### config.mk
export PLATFORM = sky130hd
export DESIGN_NAME = aux_hop_ctrl
export DESIGN_NICKNAME = d
export VERILOG_FILES = /design/src/rtl/aux_hop_pkg.sv /design/src/rtl/aux_sync.sv /design/src/rtl/aux_edge_det.sv /design/src/rtl/aux_bank_resolve.sv /design/src/rtl/aux_hop_ctrl.sv
export SDC_FILE = /design/constraint.sdc
export NUM_CORES = 1
export LEC_CHECK = 0
export BUFFER_PORTS_ARGS = -buffer_cell sky130_fd_sc_hd__buf_2
export CAP_MARGIN = 25
export CORE_AREA = 2 2 39 41
export DETAILED_ROUTE_END_ITERATION = 10
export DIE_AREA = 0 0 41 43
export PLACE_DENSITY = 0.61
export SLEW_MARGIN = 20
export SYNTH_ARGS = -nofsm -noshare
export SYNTH_HDL_FRONTEND = slang
export SYNTH_SLANG_ARGS = --single-unit
### constraint.sdc
create_clock -name clk_i -period 1.1 [get_ports clk_i]
set_clock_uncertainty 0.05 [all_clocks]
set_input_delay 0.055 -clock clk_i [delete_from_list [all_inputs] [get_ports clk_i]]
set_output_delay 0.055 -clock clk_i [all_outputs]
set_load 0.05 [all_outputs]
### src/rtl/aux_hop_pkg.sv
package aux_hop_pkg;
  localparam int unsigned MODE_W = 3;

  typedef enum logic [MODE_W-1:0] {
    OM_CONT  = 3'd0,
    OM_HOP   = 3'd1,
    OM_FSK   = 3'd2,
    OM_BURST = 3'd3
  } out_mode_e;
endpackage

### src/rtl/aux_sync.sv
module aux_sync #(
  parameter int unsigned STAGES = 2
) (
  input  logic clk_i,
  input  logic rst_ni,
  input  logic d_i,
  output logic q_o
);
  logic [STAGES-1:0] chain_q;

  generate
    if (STAGES == 1) begin : g_one
      always_ff @(posedge clk_i or negedge rst_ni)
        if (!rst_ni) chain_q <= '0;
        else         chain_q <= d_i;
    end else begin : g_many
      always_ff @(posedge clk_i or negedge rst_ni)
        if (!rst_ni) chain_q <= '0;
        else         chain_q <= {chain_q[STAGES-2:0], d_i};
    end
  endgenerate

  assign q_o = chain_q[STAGES-1];
endmodule

### src/rtl/aux_edge_det.sv
module aux_edge_det (
  input  logic clk_i,
  input  logic rst_ni,
  input  logic lvl_i,
  input  logic inv_i,
  input  logic en_i,
  output logic rise_o,
  output logic fall_o
);
  logic prev_q;
  logic raw_rise, raw_fall;

  // history holds the raw level so toggling inv_i cannot fake an edge
  always_ff @(posedge clk_i or negedge rst_ni)
    if (!rst_ni) prev_q <= 1'b0;
    else         prev_q <= lvl_i;

  assign raw_rise = lvl_i & ~prev_q;
  assign raw_fall = ~lvl_i & prev_q;
  assign rise_o   = en_i & (inv_i ? raw_fall : raw_rise);
  assign fall_o   = en_i & (inv_i ? raw_rise : raw_fall);
endmodule

### src/rtl/aux_bank_resolve.sv
module aux_bank_resolve
  import aux_hop_pkg::*;
#(
  parameter int unsigned BANK_W = 2,
  parameter int unsigned SIZE_W = 2
) (
  input  logic [MODE_W-1:0] mode_i,
  input  logic [SIZE_W-1:0] size_i,
  input  logic [BANK_W-1:0] bank_reg_i,
  input  logic              hop_sel_i,
  output logic [BANK_W-1:0] bank_o
);
  always_comb begin
    bank_o = '0;
    if (size_i != '0) begin
      unique case (mode_i)
        OM_CONT: bank_o = bank_reg_i;
        OM_HOP:  bank_o = {{(BANK_W-1){1'b0}}, hop_sel_i};
        default: bank_o = '0;
      endcase
    end
  end
endmodule

### src/rtl/aux_hop_ctrl.sv
module aux_hop_ctrl
  import aux_hop_pkg::*;
#(
  parameter int unsigned SYNC_STAGES = 2,
  parameter int unsigned BANK_W      = 2,
  parameter int unsigned SIZE_W      = 2
) (
  input  logic              clk_i,
  input  logic              rst_ni,
  input  logic              aux_i,
  input  logic              ext_ref_i,
  input  logic              sense_inv_i,
  input  logic [MODE_W-1:0] out_mode_i,
  input  logic [SIZE_W-1:0] ram_size_i,
  input  logic [BANK_W-1:0] bank_reg_i,
  output logic              rise_evt_o,
  output logic              fall_evt_o,
  output logic              burst_o,
  output logic              hop_sel_o,
  output logic              fsk_sel_o,
  output logic              ref_o,
  output logic [BANK_W-1:0] eff_bank_o
);
  logic aux_s;
  logic rise, fall;
  logic is_hop, is_fsk, is_burst;

  assign is_hop   = (out_mode_i == OM_HOP);
  assign is_fsk   = (out_mode_i == OM_FSK);
  assign is_burst = (out_mode_i == OM_BURST);

  aux_sync #(.STAGES(SYNC_STAGES)) u_sync (
    .clk_i  (clk_i),
    .rst_ni (rst_ni),
    .d_i    (aux_i),
    .q_o    (aux_s)
  );

  aux_edge_det u_edge (
    .clk_i  (clk_i),
    .rst_ni (rst_ni),
    .lvl_i  (aux_s),
    .inv_i  (sense_inv_i),
    .en_i   (~ext_ref_i),
    .rise_o (rise),
    .fall_o (fall)
  );

  always_ff @(posedge clk_i or negedge rst_ni) begin
    if (!rst_ni) begin
      rise_evt_o <= 1'b0;
      fall_evt_o <= 1'b0;
      burst_o    <= 1'b0;
      hop_sel_o  <= 1'b0;
      fsk_sel_o  <= 1'b0;
      ref_o      <= 1'b0;
    end else begin
      rise_evt_o <= rise;
      fall_evt_o <= fall;
      burst_o    <= rise & is_burst;
      ref_o      <= ext_ref_i & aux_s;
      if (is_hop) begin
        if (rise)      hop_sel_o <= 1'b0;
        else if (fall) hop_sel_o <= 1'b1;
      end
      if (is_fsk) begin
        if (rise)      fsk_sel_o <= 1'b0;
        else if (fall) fsk_sel_o <= 1'b1;
      end
    end
  end

  aux_bank_resolve #(.BANK_W(BANK_W), .SIZE_W(SIZE_W)) u_bank (
    .mode_i     (out_mode_i),
    .size_i     (ram_size_i),
    .bank_reg_i (bank_reg_i),
    .hop_sel_i  (hop_sel_o),
    .bank_o     (eff_bank_o)
  );
endmodule

==> impl_metrics.tcl <==
set metrics [dict create \
    status "finished with violations" \
    violations "negative setup slack" \
    postSynth.asyncResetShare_pct 100 \
    grt_use_met2_pct 17.5 \
    max_slew_margin_pct 78.7 \
    track_usage_pct 11.7 \
    die_y_um 43 \
    fp-row-count 14 \
    r2r_start "u_edge.prev_q" \
    ys_top_cells_by_area "dfrtp_1 (61%), nor3b_1 (4.1%), and4bb_2 (3.4%)" \
    clk_latency_ns 0.25 \
    syn_to_final_growth_pct 72.2 \
    coreArea_um2 1380 \
    drc 0 \
    vias_per_cell 4.45 \
    crit_fanout 4 \
    synth.most_common_cell "dfrtp_1" \
    crit_required_ns 1.24 \
    tightest_slew_ns 0.318 \
    syn_area_per_cell_um2 12.7 \
    drv_slew 0 \
    synthTopCellsByCount "dfrtp_1 (9), inv_1 (2), nor2_1 (2), nor3b_1 (2), o21ai_0 (2)" \
    grt_util_met3_pct 9.42 \
    cts_tree "built" \
    drt_iter0_drc 4 \
    cts.sinks 9 \
    fin_crit_sh_pct 113 \
    final_layout_size_suffix_gt1_share_pct 62.9 \
    grt_pass1_wl_um 1310 \
    ys_warn_count 0 \
    whs_endpoint "hop_sel_o" \
    wire_per_inst_um 10.2 \
    muxShareOfSynthArea_pct 2.71 \
    leakage_uw 0.000314 \
    r2r-end "burst_o" \
    routed_wl_um 799 \
    io_pins 20 \
    routabilityCongestion 0.684 \
    place_ws_ns -0.166 \
    power_uw 885 \
    clock.fmax_ghz 0.805 \
    portBuffers 19 \
    vdd_ir_drop_max_mv 0.902 \
    synth_xor_area_share_pct 0 \
    synth_compound_area_share_pct 11.5 \
    grt_pass1_vias 338 \
    clockBufferDepth 2 \
    r2r_setup_slack_ns -0.14 \
    endpoint_kind "register" \
    ys_seq_area_share_pct 61.0 \
    finalSetupViolCount 6 \
    antennaDiodeCount 0 \
    synth_fa_ha_area_share_pct 0 \
    whs_path_depth 2 \
    h-tree-depth 1 \
    rsz0062_at_grt "yes" \
    period_needed_ns 1.24 \
    die_w_um 41 \
    hpwl_um 589 \
    top_usage_layer "met2" \
    nNetsFinal 75 \
    fin_hold_ws_ns 0.0682 \
    first_pass_iters 2 \
    dp.cells 68 \
    vias 347 \
    antenna_left 0 \
    synth_top_cell_area_share_pct 61.0 \
    synth_top_family_by_area "simple AND/OR/NAND/NOR gates" \
    cts.clk_slew.worst_paths_ns 0.06 \
    tns_ns -0.628 \
    synth_edf_count 0 \
    synth_nets 41 \
    critical_path_arrival_ns 1.39 \
    final_cells 78 \
    root_buffer "clkbuf_4" \
    synth_cell_type_count 17 \
    cp-start-kind "register" \
    max-cap-violations 0 \
    syn_area_um2 369 \
    pwr_density_cell_nw_per_um2 1390 \
    synthCells 29 \
    dieArea_um2 1760 \
    hold_class "primary input to register" \
    grt_overflow 0 \
    numCtsBuffers 3 \
    synth-simple-area-share_pct 22.7 \
    initial_core_util_pct 26.7 \
    use_met1_pct 11.6 \
    yosys.area.top_type "dfrtp_1" \
    rr_worst_depth 3 \
    layout_setup_ws_ns -0.142 \
    grt_max_degree 10 \
    fillers 141 \
    hp-start "out_mode_i[0]" \
    final_hold_viol_count 0 \
    ys_ff_latch 9 \
    critPathKind "register to register" \
    synthFlopType "dfrtp_1" \
    grt_antenna_before_repair 0 \
]
==> kinds of logic (layout without fill, tap and decap cells) <==
family / after synthesis / after routing
and+or+nand+nor: 11 / 11
AOI/OAI and AO/OA: 6 / 6
muxes: 1 / 1
DFF: 9 / 9
buffers and inverters: 2 / 35
==> registers in the layout, summed over array words and instances (netlist names) <==
register,count
u_sync.chain_q,2
burst_o,1
fall_evt_o,1
fsk_sel_o,1
u_edge.prev_q,1
rise_evt_o,1
ref_o,1
hop_sel_o,1
==> where the power goes <==
part | internal [µW] | switching, µW | total, µW
Combinational | 93.8 | 164 | 258
Clock | 139 | 104 | 243
Sequential | 364 | 21.1 | 385
==> worst max-delay path by stage <==
stage                           start            end  slack (ns)
finish                  u_edge.prev_q        burst_o       -0.14
global route        u_sync.chain_q[1]        burst_o       -0.21
CTS                     u_edge.prev_q        burst_o       -0.16
detailed placement      u_edge.prev_q        burst_o       -0.17
global placement        u_edge.prev_q        burst_o       -0.14
floorplan               out_mode_i[2]  eff_bank_o[1]       -0.12
==> metrics by stage <==
step                      util (%)  cell area [µm²]
after floorplan                  -              383
after global placement        38.2              528
after detailed placement      38.2              528
after CTS                     43.9              607
after global routing          45.9              636
final                         45.9              636
==> critical path, cell delays in order, from the launching register on <==
cell,delay (ns)
dfrtp_1,0.39
or3b_4,0.39
a21oi_4,0.16
and4b_1,0.19
==> layer usage <==
| layer | wire length, µm | share of wire [%] | vias up |
|---|---|---|---|
| li1 | - | - | 173 |
| met3 | 62 | 7.8 | 2 |
| met1 | 321 | 40 | 161 |
| met4 | 7 | 0.88 | 0 |
| met2 | 407 | 51 | 11 |
| met5 | 0 | 0 | - |
==> cell usage in the layout (no fill, tap or decap), drive strengths merged <==
cell type,netlist,routed
buf,0,26
dfrtp,9,9
clkbuf,0,5
inv,2,2
dlygate4sd3,0,2
nor2,2,2
o21ai,2,2
nor3b,2,2
mux2i,1,1
nand3b,1,1
or3b,1,1
a21oi,1,1
and4b,1,1
and2,1,1
and4bb,1,1
nor4b,1,1
or2,1,1
o211ai,1,1
a32oi,1,1
a22oi,1,1
==> cell type report <==
type	instances	area [µm²]	area share, %
Tap cell	16	20.0	3.15
Timing Repair Buffer	29	184	28.9
Clock buffer	4	26.3	4.13
Inverter	2	7.51	1.18
Sequential cell	9	226	35.6
Multi-Input combinational cell	18	171	27.0
==> what timing repair did <==
action	in CTS	in global routing
pin swaps	2	1
endpoints found under the hold margin	10	0
setup endpoints to repair	5	7
buffers inserted	3	1
hold buffers	2	0
resized for setup	3	5
Power figures use the tool's default switching activity.
